### src/rtl/fpu_status_pkg.sv
package fpu_status_pkg;
  localparam int unsigned CSR_W      = 32;
  localparam int unsigned N_EXC      = 5;
  localparam int unsigned RM_LSB     = 0;
  localparam int unsigned RM_W       = 2;
  localparam int unsigned FLAG_LSB   = 2;
  localparam int unsigned EN_LSB     = FLAG_LSB + N_EXC;
  localparam int unsigned CAUSE_LSB  = EN_LSB + N_EXC;
  localparam int unsigned UNIMPL_BIT = CAUSE_LSB + N_EXC;
  localparam int unsigned DENORM_BIT = UNIMPL_BIT + 1;
  localparam int unsigned CODE_W     = 12;

  localparam logic [CSR_W-1:0]  WR_MASK   = 32'h0005_FFFF;
  localparam logic [RM_W-1:0]   RM_ZERO   = 2'b01;
  localparam logic [CODE_W-1:0] TRAP_CODE = 12'h120;

  typedef enum int unsigned {
    EXC_I = 0,
    EXC_U = 1,
    EXC_O = 2,
    EXC_Z = 3,
    EXC_V = 4
  } exc_idx_e;
endpackage

### src/rtl/fpu_exc_merge.sv
module fpu_exc_merge
  import fpu_status_pkg::*;
#(
  parameter int unsigned NE = N_EXC
) (
  input  logic [NE-1:0] raw_i,
  input  logic          approx_i,
  output logic [NE-1:0] eff_o,
  output logic          any_o
);
  always_comb begin
    eff_o = raw_i;
    // approximation result is inexact unless something stronger was reported
    if (approx_i && (raw_i == '0)) eff_o[EXC_I] = 1'b1;
    any_o = (eff_o != '0);
  end
endmodule

### src/rtl/fpu_csr_reg.sv
module fpu_csr_reg
  import fpu_status_pkg::*;
#(
  parameter int unsigned  W    = CSR_W,
  parameter int unsigned  NE   = N_EXC,
  parameter logic [W-1:0] MASK = WR_MASK
) (
  input  logic          clk_i,
  input  logic          rst_ni,
  input  logic          wr_en_i,
  input  logic [W-1:0]  wr_data_i,
  input  logic          op_done_i,
  input  logic [NE-1:0] eff_i,
  input  logic          any_i,
  output logic [W-1:0]  csr_o
);
  logic [W-1:0] csr_q, csr_d;

  always_comb begin
    csr_d = csr_q;
    if (wr_en_i) begin
      csr_d = wr_data_i & MASK;
    end else if (op_done_i) begin
      csr_d[CAUSE_LSB +: NE+1] = '0;
      if (any_i) begin
        csr_d[CAUSE_LSB +: NE] = eff_i;
        csr_d[FLAG_LSB +: NE]  = csr_q[FLAG_LSB +: NE] | eff_i;
      end
    end
  end

  always_ff @(posedge clk_i or negedge rst_ni) begin
    if (!rst_ni) csr_q <= '0;
    else         csr_q <= csr_d;
  end

  assign csr_o = csr_q;
endmodule

### src/rtl/fpu_trap_gen.sv
module fpu_trap_gen
  import fpu_status_pkg::*;
#(
  parameter int unsigned       NE   = N_EXC,
  parameter int unsigned       CW   = CODE_W,
  parameter logic [CW-1:0]     CODE = TRAP_CODE
) (
  input  logic          clk_i,
  input  logic          rst_ni,
  input  logic          fire_i,
  input  logic [NE-1:0] eff_i,
  input  logic [NE-1:0] enable_i,
  output logic          trap_o,
  output logic [CW-1:0] code_o
);
  logic hit;
  assign hit = fire_i && ((eff_i & enable_i) != '0);

  always_ff @(posedge clk_i or negedge rst_ni) begin
    if (!rst_ni) begin
      trap_o <= 1'b0;
      code_o <= '0;
    end else begin
      trap_o <= hit;
      code_o <= hit ? CODE : '0;
    end
  end
endmodule

### src/rtl/fpu_status_ctrl.sv
module fpu_status_ctrl
  import fpu_status_pkg::*;
(
  input  logic              clk_i,
  input  logic              rst_ni,
  input  logic              wr_en_i,
  input  logic [CSR_W-1:0]  wr_data_i,
  input  logic              op_done_i,
  input  logic [N_EXC-1:0]  op_exc_i,
  input  logic              op_approx_i,
  output logic [CSR_W-1:0]  csr_o,
  output logic              round_to_zero_o,
  output logic              flush_denorm_o,
  output logic              trap_o,
  output logic [CODE_W-1:0] trap_code_o
);
  logic [N_EXC-1:0] eff;
  logic             any_exc;
  logic             fire;

  fpu_exc_merge #(.NE(N_EXC)) u_merge (
    .raw_i    (op_exc_i),
    .approx_i (op_approx_i),
    .eff_o    (eff),
    .any_o    (any_exc)
  );

  fpu_csr_reg #(.W(CSR_W), .NE(N_EXC), .MASK(WR_MASK)) u_reg (
    .clk_i     (clk_i),
    .rst_ni    (rst_ni),
    .wr_en_i   (wr_en_i),
    .wr_data_i (wr_data_i),
    .op_done_i (op_done_i),
    .eff_i     (eff),
    .any_i     (any_exc),
    .csr_o     (csr_o)
  );

  // software write wins over a completing operation
  assign fire = op_done_i && !wr_en_i;

  fpu_trap_gen #(.NE(N_EXC), .CW(CODE_W), .CODE(TRAP_CODE)) u_trap (
    .clk_i    (clk_i),
    .rst_ni   (rst_ni),
    .fire_i   (fire),
    .eff_i    (eff),
    .enable_i (csr_o[EN_LSB +: N_EXC]),
    .trap_o   (trap_o),
    .code_o   (trap_code_o)
  );

  assign round_to_zero_o = (csr_o[RM_LSB +: RM_W] == RM_ZERO);
  assign flush_denorm_o  = csr_o[DENORM_BIT];
endmodule

### config.mk
export PLATFORM = sky130hd
export DESIGN_NAME = fpu_status_ctrl
export DESIGN_NICKNAME = d
export VERILOG_FILES = /design/src/rtl/fpu_status_pkg.sv /design/src/rtl/fpu_exc_merge.sv /design/src/rtl/fpu_csr_reg.sv /design/src/rtl/fpu_trap_gen.sv /design/src/rtl/fpu_status_ctrl.sv
export SDC_FILE = /design/constraint.sdc
export NUM_CORES = 1
export LEC_CHECK = 0
export BUFFER_PORTS_ARGS = -buffer_cell sky130_fd_sc_hd__buf_2
export CAP_MARGIN = 20
export CORE_MARGIN = 1
export CORE_UTILIZATION = 35
export CTS_BUF_LIST = sky130_fd_sc_hd__clkbuf_8
export DETAILED_ROUTE_END_ITERATION = 6
export HOLD_SLACK_MARGIN = 0.03
export PLACE_DENSITY = 0.75
export SKIP_LAST_GASP = 1
export SLEW_MARGIN = 30
export SYNTH_ARGS = -nofsm -noshare
export SYNTH_HDL_FRONTEND = slang
export SYNTH_SLANG_ARGS = --single-unit
export TNS_END_PERCENT = 30
### constraint.sdc
create_clock -name clk_i -period 2.2 [get_ports clk_i]
set_input_delay 0.11 -clock clk_i [delete_from_list [all_inputs] [get_ports clk_i]]
set_output_delay 0.11 -clock clk_i [all_outputs]
set_load 0.1 [all_outputs]
==> results.md <==
- Status: finished, final reports clean
- Psw: 0.000678 W
- Worst VDD drop: approximately 0.00052 V
- Clk pin slew, worst setup/hold paths: around 0.07 ns
- Grt ovf: 0
- Initial DRC Count: 8
- Share of the synthesized area in the top cell type: 46.1%
- Seq cells post-synth: 19
- YS warnings: 0
- Largest net degree at the start of global routing: 29
- Diodes inserted: 0
- Minimum clock period: roughly 1.3 ns
- Place WS: 1.11 ns
- Synth Area in XOR/XNOR: 0%
- Worst path required time: 2.09 ns
- RSZ-0062 raised after global routing: false
- Level count of the clock H-tree: 1
- Synth Area in Simple Gates: between 5 and 6%
- Drt drc: 0
- Pint: between 0.0005 and 0.0006 W
- Setup Crit Path Kind: register to output pin
- Number of max-cap violations: 0
- Worst Path Max Fanout: 3
- Initial antenna violation count: 0
- Dpl hpwl: about 1400 µm
- Mapped cell area: around 0.0010 mm²
- Width of the chip: roughly 56 µm
- Final number of max-transition violations: 0
- Nets: between 150 and 200
- Die ar.: roughly 0.0032 mm²
- CTS tree: yes
- First-pass detailed-route iteration total: 4
- Post-route ant nets: 0
- First-pass GRT wire length: between 3000 and 4000 µm
- Post-synthesis compound-gate area fraction: 11.4%
- CTS max path bufs: 2
- Synth area leaders: dfrtp_1 (46%), buf_4 (20%), mux2_2 (7.6%)
- Startpoint Class: register
- Pwr Density: about 1000 mW/mm²
- Layout Skew: 0.00391 ns
- Vias: roughly 780
- Drt total wl: roughly 1900 µm
- Postcts setup bufs: 0
- Clock sinks: 19
- Rows: 19
- Count of cell types in the netlist: 20
- Cts repair resizes: 0
- GR Util All Layers: between 10 and 15%
- Register area share after synthesis: about 46%
- Max Fclk: 772 MHz
- Mapped Cells: 97
- Reg power frac: between 30% and 40%
- Setup-failing EPs final: 0
- Initial Util: between 30% and 40%
- Port buffer count: 50
- Nature of the critical path endpoint: output pin
- Most frequent cells in the layout: buf_2 (50), conb_1 (24), dfrtp_1 (19)
- Clock share of power: 18.4%
- Final Hold Fails: 0
- Mux contribution to synthesized area: a little over an eighth
- WHS: roughly 0.071 ns
- Clk_lat worst skew: ~0.25 ns
- CP arrival: 1.19 ns
- Vias in the first global route: ~720
- Root Driver: clkbuf_8
- Drt wl/cell: 10.9 µm
- Via-to-Cell Ratio: between 4 and 5
- Avg Cell Area, Syn: ~11 µm²
- Yosys top cell by area: dfrtp_1
- Sw frac: 53.7%
- Die Span Y: between 50 and 60 µm
- Hold Path Class: primary input to register
- GPL Wtd Cong: about 0.69
- Synthesis-to-layout area growth: 19.5%
- Core box area: between 0.002 and 0.003 mm²
- Largest family of logic cells by synthesized area: buffers and inverters
- Cts bufs inserted: 3
- Comb power frac: ~50%
- Final WS setup: around 0.90 ns
- Setup TNS: 0 ns
- Post-synthesis adder-cell area fraction: 0%
- Most common cell after layout, fill and taps aside: buf_2
- Fin crit share: approximately three fifths
- I/O pin cnt: approximately 90
- Cts hold-fix bufs: 1
- Leak pwr: around 0.66 nW
- Fraction of layout cells with a size suffix above 1: 43.8%
## critical path, cell delays in order (launching register included)
cell,delay (ns)
dfrtp_1,0.40
nor2b_2,0.11
buf_2,0.42
## sequential cells by signal, indices dropped and copies added (netlist names)
register	flops
u_reg.csr_o	18
u_trap.code_o	1
## cell families (layout without fill, tap and decap cells)
family | Yosys count | count (layout)
AND/OR/NAND/NOR | 12 | 12
multiplexers | 13 | 13
AO/OA/AOI/OAI | 20 | 20
other | 1 | 24
buffers and inverters | 32 | 56
flip-flops | 19 | 19
## cells in the mapped netlist (all sizes together)
library cell   n
a21o           1
a21oi          5
a22oi          3
buf           31
conb           1
dfrtp         19
inv            1
mux2           8
mux2i          5
nand2          8
nand2b         1
nor2           1
nor2b          1
nor4           1
o21ai         10
o31ai          1
## power groups by stage
stage          clock network, W  logic [W]  registers, W
2_1_floorplan                 0   0.000330      0.000661
3_3_place_gp                  0   0.000622      0.000409
3_5_place_dp                  0   0.000626      0.000411
4_1_cts                0.000242   0.000627      0.000405
5_1_grt                0.000259   0.000643      0.000410
6_report               0.000232   0.000625      0.000405
## cell type report
cell class,count,area [µm²]
fill,268,1550
sequential,19,475
multi-input combinational,69,409
timing repair buffer,51,260
clock buffer,3,41.3
tap,31,38.8
clock inverter,1,3.75
inverter,1,3.75
## final timing paths
path / startpoint / to / slack, ns / cells after the start
max in group asynchronous: rst_ni / u_reg.csr_o[9] / 1.58 / 2
worst max-delay path: u_reg.csr_o[1] / round_to_zero_o / 0.90 / 2
worst min register to register: u_reg.csr_o[12] / u_reg.csr_o[12] / 0.52 / 2
worst min-delay path: wr_data_i[13] / u_reg.csr_o[13] / 0.07 / 3
min in group asynchronous: rst_ni / u_reg.csr_o[16] / 0.32 / 2
worst max register to register: u_reg.csr_o[9] / u_trap.code_o[5] / 1.27 / 3
## metal layers
metal	share of wire [%]	wire, µm	track usage [%]	vias up
li1	-	-	-	368
met1	43	819	14.4	368
met3	6.8	130	3.00	2
met4	0.53	10	4.18	0
met5	0	0	0	-
met2	49	941	22.3	45
## per-stage QoR
stage / instances / area (µm²) / util [%] / power [W]
5_1_grt: 175 / 1230 / 44.3 / 0.00131
3_3_place_gp: 170 / 1180 / 42.3 / 0.00103
2_1_floorplan: 120 / 1120 / - / 0.000991
3_5_place_dp: 170 / 1180 / 42.3 / 0.00104
6_report: 175 / 1230 / 44.3 / 0.00126
4_1_cts: 175 / 1230 / 44.3 / 0.00127
No activity file was read; power rests on OpenSTA's default activity.
